[src/rtl/wdt_pkg.sv]
package wdt_pkg;
  localparam int REG_W     = 8;
  localparam int SEL_W     = 3;
  localparam int B_EN      = 0;
  localparam int B_RESTART = 1;
  localparam int B_LEVEL   = 2;
  localparam int B_SEL_LO  = 3;
  localparam int B_CHIPRST = 6;
  localparam int B_STATUS  = 7;

  typedef enum logic {
    OVF_PULSE = 1'b0,
    OVF_LEVEL = 1'b1
  } ovf_mode_e;

  typedef struct packed {
    logic             en;
    ovf_mode_e        mode;
    logic [SEL_W-1:0] sel;
  } wdt_cfg_t;
endpackage

[src/rtl/wdt_ctrl_reg.sv]
module wdt_ctrl_reg
  import wdt_pkg::*;
(
  input  logic             clk,
  input  logic             rst_n,
  input  logic             wr_en,
  input  logic [REG_W-1:0] wr_data,
  input  logic             ovf_status,
  input  logic             chip_active,
  output wdt_cfg_t         cfg,
  output logic             restart_p,
  output logic             chip_req,
  output logic [REG_W-1:0] rd_data
);
  // Write-one actions are combinational pulses, sampled downstream on the same edge.
  assign restart_p = wr_en & wr_data[B_RESTART];
  assign chip_req  = wr_en & wr_data[B_CHIPRST];

  always_ff @(posedge clk or negedge rst_n) begin
    if (!rst_n) begin
      cfg <= '0;
    end else if (wr_en) begin
      cfg.en   <= wr_data[B_EN];
      cfg.mode <= ovf_mode_e'(wr_data[B_LEVEL]);
      cfg.sel  <= wr_data[B_SEL_LO +: SEL_W];
    end
  end

  always_comb begin
    rd_data                     = '0;
    rd_data[B_EN]               = cfg.en;
    rd_data[B_LEVEL]            = cfg.mode == OVF_LEVEL;
    rd_data[B_SEL_LO +: SEL_W]  = cfg.sel;
    rd_data[B_CHIPRST]          = chip_active;
    rd_data[B_STATUS]           = ovf_status;
  end
endmodule

[src/rtl/wdt_count.sv]
module wdt_count #(
  parameter int BASE_EXP  = 16,
  parameter int STEP      = 2,
  parameter int NUM_STEPS = 5,
  parameter int SEL_W     = 3,
  localparam int CNT_W    = BASE_EXP + STEP * (NUM_STEPS - 1),
  localparam int CODES    = 2 ** SEL_W
) (
  input  logic             clk,
  input  logic             rst_n,
  input  logic             en,
  input  logic [SEL_W-1:0] sel,
  input  logic             restart,
  output logic             hit
);
  logic [CNT_W-1:0] cnt_q;
  logic [CNT_W-1:0] term_tab [CODES];

  // One terminal value per select code; codes past the last step saturate.
  for (genvar g = 0; g < CODES; g++) begin : g_term
    localparam int STEP_IDX = (g < NUM_STEPS - 1) ? g : NUM_STEPS - 1;
    localparam int EXP      = BASE_EXP + STEP * STEP_IDX;
    assign term_tab[g] = CNT_W'((64'd1 << EXP) - 64'd1);
  end

  assign hit = en && !restart && (cnt_q == term_tab[sel]);

  always_ff @(posedge clk or negedge rst_n) begin
    if (!rst_n)       cnt_q <= '0;
    else if (restart) cnt_q <= '0;
    else if (hit)     cnt_q <= '0;
    else if (en)      cnt_q <= cnt_q + 1'b1;
  end
endmodule

[src/rtl/wdt_ovf_out.sv]
module wdt_ovf_out
  import wdt_pkg::*;
#(
  parameter int PULSE_LEN = 255,
  localparam int PW       = $clog2(PULSE_LEN + 1)
) (
  input  logic      clk,
  input  logic      rst_n,
  input  logic      hit,
  input  ovf_mode_e mode,
  input  logic      restart,
  output logic      nmi,
  output logic      ovf
);
  logic [PW-1:0] pulse_left;
  logic          latch_q;

  always_ff @(posedge clk or negedge rst_n) begin
    if (!rst_n) begin
      nmi        <= 1'b0;
      pulse_left <= '0;
      latch_q    <= 1'b0;
    end else begin
      nmi <= hit;
      if (hit && mode == OVF_PULSE)  pulse_left <= PW'(PULSE_LEN);
      else if (pulse_left != '0)     pulse_left <= pulse_left - 1'b1;
      if (restart)                   latch_q <= 1'b0;
      else if (hit && mode == OVF_LEVEL) latch_q <= 1'b1;
    end
  end

  assign ovf = (mode == OVF_LEVEL) ? latch_q : (pulse_left != '0);
endmodule

[src/rtl/wdt_selfrst.sv]
module wdt_selfrst #(
  parameter int RST_HOLD = 16,
  localparam int HW      = $clog2(RST_HOLD + 1)
) (
  input  logic clk,
  input  logic rst_n,
  input  logic req,
  output logic rst_out
);
  logic [HW-1:0] hold_left;

  always_ff @(posedge clk or negedge rst_n) begin
    if (!rst_n)                hold_left <= '0;
    else if (req)              hold_left <= HW'(RST_HOLD);
    else if (hold_left != '0)  hold_left <= hold_left - 1'b1;
  end

  assign rst_out = hold_left != '0;
endmodule

[src/rtl/wdt_selfreset.sv]
module wdt_selfreset
  import wdt_pkg::*;
#(
  parameter int BASE_EXP  = 16,
  parameter int STEP      = 2,
  parameter int NUM_STEPS = 5,
  parameter int PULSE_LEN = 255,
  parameter int RST_HOLD  = 16
) (
  input  logic             clk,
  input  logic             rst_n,
  input  logic             wr_en,
  input  logic [REG_W-1:0] wr_data,
  output logic [REG_W-1:0] rd_data,
  output logic             nmi_o,
  output logic             ovf_o,
  output logic             chip_rst_o
);
  wdt_cfg_t cfg;
  logic     restart_p;
  logic     chip_req;
  logic     hit;

  wdt_ctrl_reg u_reg (
    .clk         (clk),
    .rst_n       (rst_n),
    .wr_en       (wr_en),
    .wr_data     (wr_data),
    .ovf_status  (ovf_o),
    .chip_active (chip_rst_o),
    .cfg         (cfg),
    .restart_p   (restart_p),
    .chip_req    (chip_req),
    .rd_data     (rd_data)
  );

  wdt_count #(
    .BASE_EXP  (BASE_EXP),
    .STEP      (STEP),
    .NUM_STEPS (NUM_STEPS),
    .SEL_W     (SEL_W)
  ) u_cnt (
    .clk     (clk),
    .rst_n   (rst_n),
    .en      (cfg.en),
    .sel     (cfg.sel),
    .restart (restart_p),
    .hit     (hit)
  );

  wdt_ovf_out #(.PULSE_LEN(PULSE_LEN)) u_ovf (
    .clk     (clk),
    .rst_n   (rst_n),
    .hit     (hit),
    .mode    (cfg.mode),
    .restart (restart_p),
    .nmi     (nmi_o),
    .ovf     (ovf_o)
  );

  wdt_selfrst #(.RST_HOLD(RST_HOLD)) u_srst (
    .clk     (clk),
    .rst_n   (rst_n),
    .req     (chip_req),
    .rst_out (chip_rst_o)
  );
endmodule

[config.mk]
export PLATFORM = sky130hd
export DESIGN_NAME = wdt_selfreset
export DESIGN_NICKNAME = d
export VERILOG_FILES = /design/src/rtl/wdt_pkg.sv /design/src/rtl/wdt_ctrl_reg.sv /design/src/rtl/wdt_count.sv /design/src/rtl/wdt_ovf_out.sv /design/src/rtl/wdt_selfrst.sv /design/src/rtl/wdt_selfreset.sv
export SDC_FILE = /design/constraint.sdc
export NUM_CORES = 1
export LEC_CHECK = 0
export BUFFER_PORTS_ARGS = -buffer_cell sky130_fd_sc_hd__buf_2
export CORE_ASPECT_RATIO = 1.25
export CORE_UTILIZATION = 40
export DETAILED_ROUTE_END_ITERATION = 8
export PLACE_DENSITY = 0.61
export REMOVE_ABC_BUFFERS = 1
export SYNTH_ARGS = -nofsm -noshare
export SYNTH_HDL_FRONTEND = slang
export SYNTH_HIERARCHICAL = 1
export SYNTH_SLANG_ARGS = --single-unit
[constraint.sdc]
create_clock -name clk -period 3.34 [get_ports clk]
set_clock_uncertainty 0.2 [all_clocks]
set_input_delay 0.668 -clock clk [delete_from_list [all_inputs] [get_ports clk]]
set_output_delay 0.668 -clock clk [all_outputs]
set_load 0.005 [all_outputs]
==> metrics.cfg, run 1 <==
[power]
cellLeakagePower_nw=1.19
combPwrFrac_pct=18.8
ir_worst_vdd_uv=256
clkPwrFrac_pct=30.4
power_frac_seq_pct=50.8
switching_share_pct=28.3
switchingPower_mw=0.375
intPower_mw=0.951
cellPowerDensity_mw_per_mm2=466

[worst_setup_path]
r2r_start=u_reg/cfg[1]
crit_path_cell_trace=inv_1, ha_1, or3b_2, nor3_1, a21oi_1, buf_2
cp_top_family=simple AND/OR/NAND/NOR gates
rr_endpoint=u_ovf/pulse_left[4]
reg2reg_slack_ps=540
r2r_cells=7
crit_slowest_cell=or3b_2
cp.required_ps=2470
crit_path_end_kind=primary output
slowest_delay_ps=550
path_max_fanout=7
crit_arrival_ps=1970
start_kind=flip-flop
crit_type=flip-flop to primary output
crit_buf_inv=2

[worst_hold_path]
hp-class=input pin to async pin

[floorplan]
die_h_um=92.7
fp.coreArea_mm2=0.00625
initial_core_util_pct=42.2
std_cell_rows=32
die_w_um=74.6
io_pins=22
dieArea_mm2=0.00692

[synth]
yosysSeqAreaShare_pct=41.8
yosysWarnings=6
synth_ff_type=dfrtp_1
synth_edf_count=0
ys_types=58
syn_avg_cell_area_um2=9.41
syn_inst=280
synth_area_mm2=0.00264
ys_async_sr_fraction_pct=100
ys_seq_elements=44

[route]
avgViaCountPerCell=5.57
num_vias=2095
dr.pass1.iters=4
drt_iter0_drc=177
antenna_left=0
post-route-drc-count=0
wire_per_inst_um=14.6
wirelength_um=5480

[clock_tree]
clockBufferDepth=2
clkLatencyLatePin_ps=300
post_cts_buffers=0
cts_resized=0
ctsRootBufferMaster=clkbuf_8
cts.sinks=44
cts_buffers=5
clk_pin_slew_worst_paths_ps=80
cts_tree=yes
htreeDepth=2
cts_hold_buf=0

[sta]
min_period_ps=2840
drv_slew=0
post-route-period-util_pct=85.1
tightest_slew_ps=994
rsz0062_at_grt=false
timing.fmax_mhz=352
setup_viol=0
hold_viol_final=0
slew-limit-headroom_pct=33.7
worst_slack_ps=497
fin_tns_setup_ps=0

[finish]
syn_to_final_growth_pct=7.93
post-route-util_pct=45.5
diodes=0
num-nets-final=305
fin_cells=376
final_cell_mix=dfrtp_1, a21oi_1, buf_2, nor2_1, nand2_1
drive_gt1_share_pct=16.2
final_common_cell=dfrtp_1

[global_route]
gr-usage-all-layers_pct=17.8
antenna_found_initial=0
gr-total-overflow=0
grt_pass1_wl_um=9370
first_global_vias=1990
grt_max_degree=45

[place]
gp_congestion=0.835
hpwl_um=3920
numPlacedInstances=368
io_buffers=19
dpl_worst_slack_ps=547

[flow_run]
drv_cap=0

[run_status]
status=completed

==> state kept, by name (all words and copies together) (netlist names) <==
name              cells
u_cnt/cnt_q          24
u_srst/hold_left      5
u_ovf/latch_q         1
u_ovf/nmi             1
u_reg/cfg             5
u_ovf/pulse_left      8
==> per-layer routing <==
metal	up-vias	wire, um	track usage [%]
li1	1041	-	-
met1	1010	2440	21.9
met2	33	2760	29.9
met3	11	159	3.26
met4	0	113	7.39
met5	-	0	0
==> cells by family (layout without fill, tap and decap cells) <==
group,Yosys count,after routing,synth area share [%]
simple gates,117,117,26.0
compound gates,67,67,17.8
flops,44,44,41.8
buf+inv,35,46,7.07
mux,7,7,3.61
xor+xnor,5,5,1.66
fa+ha+maj,4,4,1.90
other cells,1,1,0.142
==> cell usage after synthesis, drive strengths merged (2+ instances only) <==
cell     number  area (um^2)
nand3         9         45.0
nor3b         4         30.0
nand4         7         43.8
nand3b        2         15.0
o211ai        4         35.0
inv          15         56.3
a21oi        20          100
and4          4         35.0
mux2          5         75.1
o2111ai       3         26.3
a21boi        2         15.0
and3          6         37.5
a31oi         3         18.8
a221o         5         50.1
nor4          3         31.3
clkbuf        6         22.5
ha            4         50.1
xnor2         3         26.3
buf          14          108
a21o          3         22.5
nand2b        6         45.0
nand2        16         60.1
o21ai        13         65.1
a311o         3         30.0
xor2          2         17.5
nor3         15         75.1
o21a          2         15.0
nor2         17         63.8
nor2b         4         25.0
dfrtp        44         1100
or4b          3         33.8
mux2i         2         20.0
or3           5         31.3
and2          9         58.8
or4           3         22.5
==> power by group through the flow <==
stage	Clock, mW	Combinational (mW)	Sequential, mW
floorplan	0	0.183	0.665
global placement	0	0.244	0.681
detailed placement	0	0.253	0.683
CTS	0.421	0.254	0.673
global route	0.447	0.282	0.688
finish	0.403	0.249	0.673
==> worst register-to-register path, stage by stage, from the launching register on <==
cell	delay [ps]
dfrtp_1	440
or3_1	400
a2111oi_2	340
o221ai_2	300
nor3_1	440
nor2b_1	390
nor2_1	80
mux2i_1	140
==> how the worst max path moves through the flow <==
stage | startpoint | endpoint | slack [ps] | cells after the start
finish | u_ovf/pulse_left[0] | rd_data[7] | 500 | 6
global route | u_reg/cfg[1] | u_ovf/pulse_left[4] | 300 | 7
CTS | u_ovf/pulse_left[0] | rd_data[7] | 480 | 6
detailed placement | u_reg/cfg[1] | u_ovf/pulse_left[4] | 550 | 7
global placement | u_reg/cfg[1] | u_ovf/pulse_left[3] | 600 | 7
floorplan | u_reg/cfg[1] | u_ovf/pulse_left[3] | 910 | 7
==> layout make-up <==
class	count	area, um^2
sequential	44	1100
inverter	15	56.3
clock inverter	2	35.0
fill	609	3400
timing repair buffer	23	125
clock buffer	6	72.6
multi-input combinational	201	1350
tap	85	106
==> through the flow <==
| stage | power [mW] | hold WS, ps | cell area, um^2 |
|---|---|---|---|
| 6_report | 1.33 | 316 | 2840 |
| 5_1_grt | 1.42 | 352 | 2840 |
| 4_1_cts | 1.35 | 311 | 2840 |
| 3_5_place_dp | 0.937 | 290 | 2740 |
| 3_3_place_gp | 0.925 | 282 | 2740 |
| 2_1_floorplan | 0.848 | 172 | 2500 |
No activity file was read; power rests on OpenSTA's default activity.
==> inputs of run 2 (changes only) <==
==> constraint.sdc (replaced) <==
create_clock -name clk -period 3.2 [get_ports clk]
set_clock_uncertainty 0.2 [all_clocks]
set_input_delay 0.64 -clock clk [delete_from_list [all_inputs] [get_ports clk]]
set_output_delay 0.64 -clock clk [all_outputs]
set_load 0.005 [all_outputs]
==> metrics.cfg, run 2 (same netlist as run 1, synthesis figures left out) <==
[run_status]
status=completed

[finish]
drive_gt1_share_pct=16.4  ; +0.29 points
multi_input_area_mm2=0.00135  ; unchanged
final_common_cell=dfrtp_1
diodes=0  ; unchanged
syn_to_final_growth_pct=8.21
num-nets-final=306  ; +0.33%
largest_reg_flops=24  ; unchanged
ff_latch_area_mm2=0.00110  ; unchanged
post-route-util_pct=45.7  ; +0.12 points
top_register=u_cnt/cnt_q
reg_top3=u_cnt/cnt_q x24, u_ovf/pulse_left x8
fillCellCount=622  ; +2.1%
final_cell_mix=dfrtp_1, a21oi_1, buf_2, nor2_1, nand2_1

[global_route]
grt_pass1_wl_um=9640  ; +2.9%
first_global_vias=2052  ; +3.1%
gr-total-overflow=0  ; unchanged
antenna_found_initial=0  ; unchanged
gr-usage-all-layers_pct=18.2  ; +0.40 points
grt_max_degree=45  ; unchanged

[clock_tree]
htreeDepth=2  ; unchanged
post_cts_buffers=0  ; unchanged
cts_buffers=5  ; unchanged
cts_tree=yes
cts.sinks=44  ; unchanged
clkLatencyLatePin_ps=300  ; about the same
ctsRootBufferMaster=clkbuf_8
cts_resized=0  ; unchanged
cts_hold_buf=0  ; unchanged
clockBufferDepth=2  ; unchanged
clk_pin_slew_worst_paths_ps=80  ; about the same

[worst_setup_path]
slowest_delay_ps=550  ; about the same
crit_slowest_cell=or3b_2
crit_path_end_kind=primary output
crit_path_cell_trace=inv_1, ha_1, or3b_2, nor3_1, a21oi_1, buf_2
crit_type=flip-flop to primary output
rr_endpoint=u_ovf/pulse_left[3]
r2r_start=u_reg/cfg[1]
crit_arrival_ps=1970  ; about the same
cp.required_ps=2360  ; -110 ps
reg2reg_slack_ps=620  ; +80 ps
path_max_fanout=7  ; unchanged
start_kind=flip-flop
r2r_cells=7  ; unchanged

[route]
wirelength_um=5580  ; +1.9%
antenna_left=0  ; unchanged
num_vias=2156  ; +2.9%
avgViaCountPerCell=5.72  ; +2.6%
wire_per_inst_um=14.8  ; +1.6%
dr.pass1.iters=4  ; unchanged
post-route-drc-count=0  ; unchanged
drt_iter0_drc=148  ; -16%

[sta]
tightest_slew_ps=990  ; -4.33 ps
setup_viol=0  ; unchanged
drv_slew=0  ; unchanged
post-route-period-util_pct=87.8
fin_tns_setup_ps=0  ; unchanged
hold_viol_final=0  ; unchanged
rsz0062_at_grt=false
timing.fmax_mhz=356
min_period_ps=2810
slew-limit-headroom_pct=34.0  ; +0.29 points

[place]
hpwl_um=3950  ; +0.73%
io_buffers=19  ; unchanged
gp_congestion=0.843  ; +0.92%

[floorplan]
dieArea_mm2=0.00692  ; unchanged
fp.coreArea_mm2=0.00625  ; unchanged
std_cell_rows=32  ; unchanged
die_w_um=74.6  ; unchanged
initial_core_util_pct=42.2  ; unchanged
die_h_um=92.7  ; unchanged
io_pins=22  ; unchanged

[power]
cellPowerDensity_mw_per_mm2=487  ; +4.6%
ir_worst_vdd_uv=222  ; -13%
cellLeakagePower_nw=1.19  ; +0.35%

[flow_run]
drv_cap=0  ; unchanged

[worst_hold_path]
hp-class=input pin to async pin

-- run 2: layout make-up --
cell class / instances / area share (%)
multi-input cells: 201 / 47.3
flip-flops and latches: 44 / 38.6
repair buffers: 24 / 4.65
well taps: 85 / 3.73
clock buffers: 6 / 2.54
inverters: 15 / 1.97
clock inverters: 2 / 1.23
-- run 2: worst max path at each step --
| stage | slack (ps) | cells after the start | start | endpoint |
|---|---|---|---|---|
| final | 390 | 6 | u_ovf/pulse_left[0] | rd_data[7] |
| after global routing | 260 | 6 | u_ovf/pulse_left[0] | rd_data[7] |
| after CTS | 380 | 6 | u_ovf/pulse_left[0] | rd_data[7] |
| after detailed placement | 610 | 7 | u_reg/cfg[1] | u_ovf/pulse_left[3] |
| after global placement | 650 | 8 | wr_en | u_ovf/pulse_left[3] |
| after floorplan | 770 | 7 | u_reg/cfg[1] | u_ovf/pulse_left[3] |
-- run 2: report_power, final --
part	total [mW]	internal, mW	switching (mW)	leakage (nW)
sequential	0.705	0.624	0.0812	0.568
combinational	0.261	0.137	0.124	0.570
clock	0.425	0.232	0.193	0.0552
-- run 2: per-layer routing --
layer / vias up / track usage (%) / part of all wire (%)
met2: 38 / 30.6 / 50
li1: 1038 / - / -
met5: - / 0 / 0
met1: 1066 / 22.4 / 45
met3: 14 / 3.26 / 3.1
met4: 0 / 7.70 / 2.7
-- run 2: through the flow --
stage	power [mW]	setup WS (ps)	hold WS, ps	cell area (um^2)	cells
global placement	0.966	647	282	2740	369
detailed placement	0.978	609	295	2740	369
CTS	1.41	382	318	2850	377
finish	1.39	391	301	2850	377
global route	1.48	258	356	2850	377
floorplan	0.885	774	144	2500	260
-- run 2: critical path, delay by kind of cell, from the launching register on --
| family | cells | cell delay (ps) |
|---|---|---|
| simple gates | 2 | 710 |
| flops | 1 | 430 |
| compound gates | 1 | 70 |
| buf+inv | 2 | 240 |
| fa+ha+maj | 1 | 210 |
==> inputs of run 3 (changes only) <==
--- a/config.mk
+++ b/config.mk
@@ -10,8 +10,6 @@
 export CORE_UTILIZATION = 40
 export DETAILED_ROUTE_END_ITERATION = 8
 export PLACE_DENSITY = 0.61
-export REMOVE_ABC_BUFFERS = 1
 export SYNTH_ARGS = -nofsm -noshare
 export SYNTH_HDL_FRONTEND = slang
-export SYNTH_HIERARCHICAL = 1
 export SYNTH_SLANG_ARGS = --single-unit
==> metrics.cfg, run 3 <==
[finish]
largest_reg_flops=24  ; unchanged
final_cell_mix=nand2_1, dfrtp_1, nor2_1, buf_2, inv_1
final_area_mm2=0.00289  ; +1.4%
syn_to_final_growth_pct=12.1
top_register=u_cnt.cnt_q
drive_gt1_share_pct=14.3  ; -2.1 points
diodes=0  ; unchanged
reg_top3=u_cnt.cnt_q x24, u_ovf.pulse_left x8
final_common_cell=nand2_1
num-nets-final=329  ; +7.5%

[synth]
yosysSeqAreaShare_pct=42.7  ; +0.93 points
synth_area_mm2=0.00258  ; -2.2%
synth_xor_area_share_pct=4.08  ; +2.4 points
synth.mux.area_fraction_pct=4.13  ; +0.52 points
synth-adder-area-share_pct=2.43  ; +0.53 points
yosys.area_share.simple_pct=25.5  ; -0.49 points
synth.area.top_cells=dfrtp_1, nand2_1, nor2_1, xnor2_1, nor4_1
yosys-top-cells-count=nand2_1, dfrtp_1, nor2_1
synth_top_family_by_area=simple AND/OR/NAND/NOR gates
synth_ff_type=dfrtp_1
syn_inst=291  ; +3.9%
ys_types=52  ; -10%
synth_area_leader_cell=dfrtp_1
synth_edf_count=0  ; unchanged
yosysMostFrequentCell=nand2_1
syn_avg_cell_area_um2=8.86  ; -5.9%
synth_compound_area_share_pct=16.3  ; -1.5 points
ys_seq_elements=44  ; unchanged
synth_top_cell_area_share_pct=42.7  ; +0.93 points
synth_nets=307
ys_async_sr_fraction_pct=100  ; unchanged
yosysWarnings=0  ; -6

[worst_setup_path]
crit_type=flip-flop to primary output
slowest_delay_ps=440  ; -110 ps
crit_slowest_cell=or3_1
crit_path_cell_trace=or3_1, nor4_1, nor2b_1, mux2i_1, buf_2
start_kind=flip-flop
crit_path_end_kind=primary output
cp.required_ps=2360  ; about the same
crit_arrival_ps=2130  ; +160 ps
path_max_fanout=4  ; -3

[place]
dpl_worst_slack_ps=581  ; -28.8 ps
io_buffers=19  ; unchanged
place_area_mm2=0.00277  ; +1.1%
gp_congestion=0.780  ; -7.5%
hpwl_um=4190  ; +5.9%

[route]
post-route-drc-count=0  ; unchanged
drt_iter0_drc=87  ; -41%
wirelength_um=5910  ; +6.0%
avgViaCountPerCell=5.51  ; -3.7%
dr.pass1.iters=4  ; unchanged
num_vias=2197  ; +1.9%
wire_per_inst_um=14.8  ; +0.14%
antenna_left=0  ; unchanged

[power]
clkPwrFrac_pct=33.4  ; +2.9 points
switching_share_pct=29.2  ; +0.57 points
intPower_mw=0.950  ; -4.3%
switchingPower_mw=0.391  ; -1.6%
combPwrFrac_pct=17.2  ; -1.5 points
ir_worst_vdd_uv=290  ; +31%
cellLeakagePower_nw=1.16  ; -2.8%
power_frac_seq_pct=49.4  ; -1.3 points
cellPowerDensity_mw_per_mm2=464  ; -4.8%

[clock_tree]
cts.sinks=44  ; unchanged
cts_resized=0  ; unchanged
ctsRootBufferMaster=clkbuf_8
cts_tree=yes
cts_buffers=5  ; unchanged
clkLatencyLatePin_ps=310  ; about the same
clockBufferDepth=2  ; unchanged
cts_hold_buf=0  ; unchanged
clk_pin_slew_worst_paths_ps=90  ; about the same
htreeDepth=2  ; unchanged
post_cts_buffers=0  ; unchanged

[floorplan]
fp.coreArea_mm2=0.00621  ; -0.64%
initial_core_util_pct=41.5  ; -0.66 points
io_pins=22  ; unchanged
die_w_um=73.8  ; -1.1%
die_h_um=91.7  ; -1.1%
dieArea_mm2=0.00677  ; -2.1%
std_cell_rows=32  ; unchanged

[sta]
tightest_slew_ps=764  ; -226 ps
slew-limit-headroom_pct=48.9  ; +15 points
rsz0062_at_grt=false
timing.fmax_mhz=337  ; -5.3%
hold_viol_final=0  ; unchanged
worst_slack_ps=234  ; -157 ps
setup_viol=0  ; unchanged
min_period_ps=2970  ; +157 ps
holdWs_ps=69.8  ; -231 ps
fin_tns_setup_ps=0  ; unchanged
post-route-period-util_pct=92.7  ; +4.9 points
drv_slew=0  ; unchanged

[global_route]
grt_pass1_wl_um=9990  ; +3.7%
gr-total-overflow=0  ; unchanged
gr-usage-all-layers_pct=18.9  ; +0.70 points
antenna_found_initial=0  ; unchanged
first_global_vias=2135  ; +4.0%
grt_max_degree=27  ; -40%

[worst_hold_path]
hp-class=input pin to async pin

[run_status]
status=completed

[flow_run]
drv_cap=0  ; unchanged

run 3: kinds of logic (layout without fill, tap and decap cells):
| logic type | after synthesis | count (layout) |
|---|---|---|
| AO/OA/AOI/OAI | 56 | 56 |
| adder cells (fa/ha/maj) | 5 | 5 |
| buffers and inverters | 27 | 50 |
| flip-flops | 44 | 44 |
| multiplexers | 10 | 10 |
| XOR/XNOR | 12 | 12 |
| AND/OR/NAND/NOR | 136 | 136 |
| other | 1 | 1 |
run 3: power by group through the flow:
stage	clock, mW	sequential [mW]	combinational, mW
2_1_floorplan	0	0.658	0.175
3_3_place_gp	0	0.672	0.228
3_5_place_dp	0	0.672	0.234
4_1_cts	0.456	0.663	0.235
5_1_grt	0.476	0.672	0.264
6_report	0.447	0.662	0.231
run 3: worst paths after layout:
kind	start	to	slack [ps]	cells after the start
setup / recovery	u_ovf.pulse_left[4]	ovf_o	230	5
hold reg to reg	u_cnt.cnt_q[13]	u_cnt.cnt_q[13]	320	2
min in group clk	u_cnt.cnt_q[13]	u_cnt.cnt_q[13]	320	2
max in group asynchronous	rst_n	u_cnt.cnt_q[22]	2010	2
hold / removal	rst_n	u_ovf.pulse_left[7]	70	1
setup reg to reg	u_cnt.cnt_q[18]	u_ovf.pulse_left[7]	680	5
run 3: worst max-delay path, delay by kind of cell (launching register included):
| family | cells | cell delay [ps] |
|---|---|---|
| buf+inv | 1 | 140 |
| flops | 1 | 410 |
| mux | 1 | 120 |
| simple gates | 3 | 1150 |
run 3: layout make-up:
class / count / area (um^2)
multi-input cells: 220 / 1360
well taps: 85 / 106
clock buffers: 5 / 68.8
fillers: 612 / 3320
repair buffers: 27 / 155
inverters: 15 / 56.3
clock inverters: 3 / 47.5
flip-flops and latches: 44 / 1100
run 3: layer usage:
| layer | routed length (um) | vias up | global-route usage (%) | part of all wire [%] |
|---|---|---|---|---|
| li1 | - | 1096 | - | - |
| met1 | 2710 | 1042 | 24.0 | 46 |
| met2 | 2870 | 49 | 32.0 | 49 |
| met3 | 239 | 10 | 3.41 | 4.0 |
| met4 | 95 | 0 | 6.09 | 1.6 |
| met5 | 0 | - | 0 | 0 |
run 3: metrics by stage:
stage	power, mW	util, %	cells
after floorplan	0.833	-	291
after global placement	0.900	44.7	391
after detailed placement	0.906	44.7	391
after CTS	1.35	46.6	399
after global routing	1.41	46.6	399
final	1.34	46.6	399
